$ cat config.mk
export PLATFORM = sky130hd
export DESIGN_NAME = osc_mode_reg
export DESIGN_NICKNAME = d
export VERILOG_FILES = /design/src/rtl/osc_mode_pkg.sv /design/src/rtl/osc_mode_ctrl.sv /design/src/rtl/osc_mode_dp.sv /design/src/rtl/osc_mode_reg.sv
export SDC_FILE = /design/constraint.sdc
export NUM_CORES = 1
export LEC_CHECK = 0
export CORE_MARGIN = 2
export CORE_UTILIZATION = 30
export CTS_CLUSTER_SIZE = 10
export DETAILED_ROUTE_END_ITERATION = 8
export PLACE_DENSITY = 0.84
export RECOVER_POWER = 100
export SETUP_SLACK_MARGIN = 0.4
export SYNTH_ARGS = -nofsm -noshare
export SYNTH_HDL_FRONTEND = slang
export SYNTH_SLANG_ARGS = --single-unit
$ cat constraint.sdc
create_clock -name clk -period 5.12 [get_ports clk]
set_input_delay 1.536 -clock clk [delete_from_list [all_inputs] [get_ports clk]]
set_output_delay 1.536 -clock clk [all_outputs]
set_load 0.005 [all_outputs]
$ cat src/rtl/osc_mode_pkg.sv
package osc_mode_pkg;
  localparam int DATA_W   = 8;
  localparam int ADDR_W   = 20;
  localparam logic [ADDR_W-1:0] REG_ADDR = 20'hFFFA0;
  localparam int EXT_BIT  = 7;
  localparam int OSC_BIT  = 6;
  localparam int GAIN_BIT = 0;
  localparam logic [DATA_W-1:0] KEEP_MASK =
    DATA_W'((1 << EXT_BIT) | (1 << OSC_BIT) | (1 << GAIN_BIT));

  typedef enum logic [1:0] {
    MODE_PORT   = 2'd0,
    MODE_XTAL   = 2'd1,
    MODE_EXTCLK = 2'd2
  } pin_mode_e;

  typedef struct packed {
    logic wrEn;
    logic rdEn;
  } reg_strobe_t;

  function automatic pin_mode_e decodeMode(input logic [DATA_W-1:0] v);
    case ({v[EXT_BIT], v[OSC_BIT]})
      2'b01:   return MODE_XTAL;
      2'b11:   return MODE_EXTCLK;
      default: return MODE_PORT;
    endcase
  endfunction
endpackage

$ cat src/rtl/osc_mode_ctrl.sv
module osc_mode_ctrl
  import osc_mode_pkg::*;
(
  input  logic              clk,
  input  logic              rstN,
  input  logic [ADDR_W-1:0] busAddr,
  input  logic              busWe,
  input  logic              busRe,
  input  logic              busByte,
  output reg_strobe_t       stb,
  output logic              locked
);
  logic hit;

  assign hit      = (busAddr == REG_ADDR) && busByte;
  assign stb.wrEn = hit && busWe && !locked;
  assign stb.rdEn = hit && busRe;

  always_ff @(posedge clk or negedge rstN) begin
    if (!rstN)         locked <= 1'b0;
    else if (stb.wrEn) locked <= 1'b1;
  end
endmodule

$ cat src/rtl/osc_mode_dp.sv
module osc_mode_dp
  import osc_mode_pkg::*;
(
  input  logic              clk,
  input  logic              rstN,
  input  reg_strobe_t       stb,
  input  logic [DATA_W-1:0] wrData,
  input  logic              oscStopped,
  output logic [DATA_W-1:0] regVal,
  output logic [DATA_W-1:0] rdData,
  output pin_mode_e         activeMode
);
  logic [DATA_W-1:0] nextVal;

  assign nextVal = stb.wrEn ? (wrData & KEEP_MASK) : regVal;
  assign rdData  = stb.rdEn ? regVal : '0;

  always_ff @(posedge clk or negedge rstN) begin
    if (!rstN) begin
      regVal     <= '0;
      activeMode <= MODE_PORT;
    end else begin
      regVal <= nextVal;
      if (oscStopped) activeMode <= decodeMode(nextVal);
    end
  end
endmodule

$ cat src/rtl/osc_mode_reg.sv
module osc_mode_reg
  import osc_mode_pkg::*;
(
  input  logic        clk,
  input  logic        rstN,
  input  logic [19:0] busAddr,
  input  logic        busWe,
  input  logic        busRe,
  input  logic        busByte,
  input  logic [7:0]  busWdata,
  output logic [7:0]  busRdata,
  input  logic        oscStopped,
  output logic        pinPortMode,
  output logic        pinXtalMode,
  output logic        pinExtClkMode,
  output logic        oscHighGain
);
  reg_strobe_t stb;
  logic        locked;
  logic [7:0]  regVal;
  pin_mode_e   activeMode;

  osc_mode_ctrl ctrl_i (
    .clk(clk), .rstN(rstN), .busAddr(busAddr), .busWe(busWe),
    .busRe(busRe), .busByte(busByte), .stb(stb), .locked(locked)
  );

  osc_mode_dp dp_i (
    .clk(clk), .rstN(rstN), .stb(stb), .wrData(busWdata),
    .oscStopped(oscStopped), .regVal(regVal), .rdData(busRdata),
    .activeMode(activeMode)
  );

  assign pinPortMode   = (activeMode == MODE_PORT);
  assign pinXtalMode   = (activeMode == MODE_XTAL);
  assign pinExtClkMode = (activeMode == MODE_EXTCLK);
  assign oscHighGain   = regVal[GAIN_BIT];
endmodule

---- Word-level counts from Yosys, hierarchy flattened ----
Index checks and enable logic that the tools add are counted.
storage, ports and cells
  register bits ........................... 6
  word-level logic and storage cells ...... 18
  output and inout bits ................... 12
  bits of input ports ..................... 34
cells by class
  muxes and demuxes ....................... 3
  equal/unequal tests ..................... 5
  reduce and logical (&&, ||, !) cells .... 6
operators with widths
  kind                    count
  $eq A20 B20 Y1 const B  1
  $mux W8                 2
  $eq A2 B1 Y1 const B    2
  $eq A2 B2 Y1 const B    2
  $logic_and A1 B1 Y1     4
  $pmux W2 S2             1
  $logic_not A2 Y1        1
  $logic_not A1 Y1        1

---- Longest topological paths before layout ----
  depth in word-level cells ............... 7
  mapped depth ............................ 4
  gate-level depth less buffers ........... 4

---- Hierarchy ----
From an unflattened synthesis, not the netlist that was laid out.
second synthesis, totals
  cell total of the unflattened synthesis .. 46
  area total of the unflattened synthesis .. 456.7 µm²
modules (own cells, without submodules)
  module         instances  area an instance (µm²)  cells each  sequential area each (µm²)
  osc_mode_dp    1          305.3                   30          125.1
  osc_mode_ctrl  1          132.6                   13          25.0
  osc_mode_reg   1          18.8                    3           0.0

---- Least setup slack after synthesis ----
Ideal clock, no wire load.
  path kind ............................... input port to output port
  from .................................... input busAddr[1]
  to ...................................... output busRdata[0]
  data arrival time ....................... 2.548 ns
  data required time ...................... 3.584 ns
  path slack .............................. 1.036 ns
  stages on the path ...................... 4
  path buffers ............................ 0
  path through ............................ or4b_4 nor3_4 nand4_1 nor2_1
on the way
  longest elaborated chain between the ends .. 4
ends and longest elaborated chain
  element              line                 source
  start: declaration   osc_mode_reg.sv:6    input logic [19:0] busAddr,
  $eq A20 B20 Y1       osc_mode_ctrl.sv:15  assign hit = (busAddr == REG_ADDR) && busByte;
  $logic_and A1 B1 Y1  osc_mode_ctrl.sv:15
  $logic_and A1 B1 Y1  osc_mode_ctrl.sv:17  assign stb.rdEn = hit && busRe;
  $mux W8              osc_mode_dp.sv:16    assign rdData = stb.rdEn ? regVal : '0;
  end: declaration     osc_mode_reg.sv:11   output logic [7:0] busRdata,
No other way between the ends.

---- Final worst setup path ----
  from .................................... input busAddr[6]
  to ...................................... output busRdata[0]
The elaborated chain is that of the path after synthesis.

==> qor_table.md <==
| Step | Metric | Reported |
| --- | --- | --- |
| status | Status | finished, final reports clean |
| die | Die extent in y | 42.4 um |
| drt | Vias after detailed routing | 483 |
| drt | DR vias/cell | 4.69 |
| drt | DR iter-0 viols | 9 |
| placement | Number of input and output port buffers inserted | 35 |
| setup path | Start of the worst register-to-register path | ctrl_i.locked$_DFFE_PN0N_ |
| global route | Tot GR Track Use | 15.3% |
| setup path | Largest driver fanout on the critical path | 2 |
| clock tree | Buffer cell driving the clock tree root | clkbuf_4 |
| drt | Number of nets with antenna violations after routing | 0 |
| sta | Setup TNS | 0 ns |
| clock tree | CTS tree | done |
| sta | RSZ-0062 raised after global routing | no |
| global route | Number of antenna violations at the first check in global routing | 0 |
| synthesis | Basic-gate share of the synthesized area counting and, or, nand and nor cells | 33.3% |
| setup path | CP arrival | 3.13 ns |
| die | Die footprint | 1800 sq um |
| die | Overall die width | 42.4 um |
| die | Placement row count | 13 |
| finish | Synthesis-to-layout area growth | 81.6% |
| placement | Post-DP HPWL | 1070 um |
| global route | GRT Residual Overflow | 0 |
| power | Leak Pwr | 0.389 nW |
| die | Core area | 1330 sq um |
| die | Effective utilization at floorplan | 33.2% |
| power | Sequential share of power | 41.7% |
| sta | Final Max Slew Viols | 0 |
| setup path | Startpoint type of the worst setup path | input pin |
| drt | Wire per inst | 12.3 um |
| sta | Final critical delay including setup and external delays | 4.66 ns |
| synthesis | Synth Cell Area | 443 sq um |
| power | Total power density per cell area | 142 nW/um^2 |
| finish | Share of post-route cells with drive strength above 1 | 12.5% |
| power | Sw power | 0.0000210 W |
| clock tree | Number of buffers added by the clock tree synthesis step | 3 |
| power | Sw Share | 18.4% |
| clock tree | Clock insertion delay at the later pin of the skew report | 0.24 ns |
| die | # IOs | 46 |
| drt | Number of iterations in the first detailed-routing pass | 3 |
| finish | Commonest cells after routing, fill and taps aside | clkdlybuf4s50_1 (23), nand4_1 (6), dfrtp_1 (6) |
| sta | Final worst clock skew | 0.00197 ns |
| synthesis | Netlist cell types | 18 |
| sta | Final period utilization | 91.1% |
| setup path | Total stage count of the critical path | 8 |
| setup path | Data required time at the worst endpoint | 3.58 ns |
| finish | Cell Count, Final, Fillers Out | 103 |
| clock tree | Hold-fix buffer count after cts | 0 |
| power | Proportion of power drawn by combinational gates | 22.7% |
| synthesis | Share of synthesized area spent on multiplexers | 15.8% |
| synthesis | Synth Warn # | 0 |
| setup path | R2R depth | 3 |
| setup path | Setup crit start | busAddr[6] |
| sta | Number of failing hold endpoints at the final stage | 0 |
| power | P_int | 0.0000932 W |
| sta | Highest clock frequency the design can meet | 214 MHz |
| setup path | End point of the critical path | busRdata[0] |
| global route | Vias in the first global route | 472 |
| clock tree | Sinks on the clock net | 6 |
| synthesis | Area fraction in compound gates after synthesis | 5.08% |
| power | Max rail drop VDD | 140 uV |
| global route | Largest net degree at the start of global routing | 7 |
| drt | Detailed-route wire length | 1270 um |
| synthesis | Synth Area per Inst | 9.42 sq um |
| sta | Setup-violating endpoint count in the final report | 0 |
| worst hold path | Worst hold-check path type | reg2reg |
| setup path | Family with the most delay on the worst path | simple AND/OR/NAND/NOR gates |
| job | # Max-Cap Violations | 0 |
| finish | Total inserted antenna cells | 0 |
| drt | Residual DRC count | 0 |
| finish | Total Nets Final | 124 |
| synthesis | Sequential share of the synthesized area | 33.9% |
| placement | Cells after DPL | 97 |
| placement | Global placer's final weighted congestion | 0.805 |
| setup path | Class of the most critical setup path | in2out |
| setup path | Setup slack, reg-to-reg | 3.87 ns |
| clock tree | Maximum level of the CTS H-tree | 1 |
| finish | Most common cell after layout, fill and taps aside | clkdlybuf4s50_1 |
| setup path | Critical-path top delay cell | or4b_4 |
| clock tree | Clk slew on worst S/H paths | 0.04 ns |
| finish | Filler Cell Count | 123 |
| synthesis | Area share of fa/ha/maj cells after synthesis | 0% |
| synthesis | Area share of xor/xnor cells in the synthesized design | 0% |
| synthesis | Number of instances in the synthesized netlist | 47 |
| power | Clk network pwr share | 35.6% |
| clock tree | Max Buffers Root-to-Sink | 2 |
| setup path | Worst setup EP type | output port |
| synthesis | Number of storage elements in the synthesis netlist | 6 |
| global route | Global-route wire length before repair | 2020 um |
| setup path | CP Cell Sequence | dlymetal6s2s_1 -> or4b_4 -> nor3_1 -> nand4_1 -> clkbuf_4 -> buf_4 -> nor2_2 -> buf_2 |
| synthesis | Largest family of logic cells by synthesized area | simple AND/OR/NAND/NOR gates |
| setup path | Crit path buffers/inverters | 4 |
| setup path | Max stage delay on crit path | 0.53 ns |
-- kinds of logic (layout without fill, tap and decap cells) --
group,count (synthesis),after routing
buffers and inverters,8,45
multiplexers,5,5
AND/OR/NAND/NOR,23,23
AO/OA/AOI/OAI,4,4
flip-flops,6,6
other,1,5
-- cell type report --
type | instances | area [sq um] | area share, %
repair buffers | 39 | 370 | 46.0
multi-input cells | 37 | 231 | 28.8
flip-flops and latches | 6 | 150 | 18.7
clock buffers | 3 | 22.5 | 2.80
well taps | 15 | 18.8 | 2.33
inverters | 3 | 11.3 | 1.40
-- power by group through the flow --
stage	sequential, W	combinational (W)	clock [W]
floorplan	0.0000483	0.00000645	0
global placement	0.0000483	0.0000262	0
finish	0.0000476	0.0000259	0.0000407
CTS	0.0000476	0.0000273	0.0000437
detailed placement	0.0000483	0.0000272	0
global route	0.0000475	0.0000280	0.0000467
-- synth_stat cells (all sizes together) --
master / n / area share, %
nor3: 2 / 4.8
nand2: 3 / 2.5
mux2i: 1 / 2.3
conb: 1 / 0.85
or2b: 1 / 1.7
or4b: 1 / 3.1
nor2: 5 / 4.2
nand2b: 1 / 1.4
nand4: 6 / 9.9
nor2b: 4 / 5.6
dfrtp: 6 / 34
o21ai: 2 / 2.3
a31oi: 2 / 2.8
buf: 5 / 8.5
mux2: 4 / 14
inv: 3 / 2.5
-- worst min path at each step --
stage / from / endpoint / slack (ns) / cells after the start
finish: ctrl_i.locked$_DFFE_PN0N_ / ctrl_i.locked$_DFFE_PN0N_ / 0.48 / 1
global route: ctrl_i.locked$_DFFE_PN0N_ / ctrl_i.locked$_DFFE_PN0N_ / 0.53 / 1
CTS: ctrl_i.locked$_DFFE_PN0N_ / ctrl_i.locked$_DFFE_PN0N_ / 0.49 / 1
detailed placement: ctrl_i.locked$_DFFE_PN0N_ / ctrl_i.locked$_DFFE_PN0N_ / 0.48 / 1
global placement: ctrl_i.locked$_DFFE_PN0N_ / ctrl_i.locked$_DFFE_PN0N_ / 0.45 / 1
floorplan: ctrl_i.locked$_DFFE_PN0N_ / ctrl_i.locked$_DFFE_PN0N_ / 0.43 / 1
-- per-stage QoR --
stage                     util (%)  hold WS (ns)  power [W]  cell area (sq um)  worst slack, ns
after detailed placement      59.8         0.480  0.0000755                797           0.0704
after floorplan                  -         0.433  0.0000547                458             1.04
after CTS                     61.7         0.493   0.000119                823            0.313
after global routing          60.3         0.527   0.000122                805            0.369
after global placement        59.8         0.452  0.0000745                797            0.105
final                         60.3         0.483   0.000114                805            0.457
-- what timing repair did --
item                       CTS  global route
gates resized for setup      9             8
setup buffers                2             1
setup endpoints to repair    3             3
pin swaps                    5             3
-- routing by layer --
metal / up-vias / global-route usage [%] / routed length [um]
li1: 243 / - / -
met1: 224 / 15.3 / 485
met2: 14 / 25.8 / 713
met3: 2 / 8.19 / 59
met4: 0 / 6.88 / 8
met5: - / 0 / 0
No activity file was read; power rests on OpenSTA's default activity.
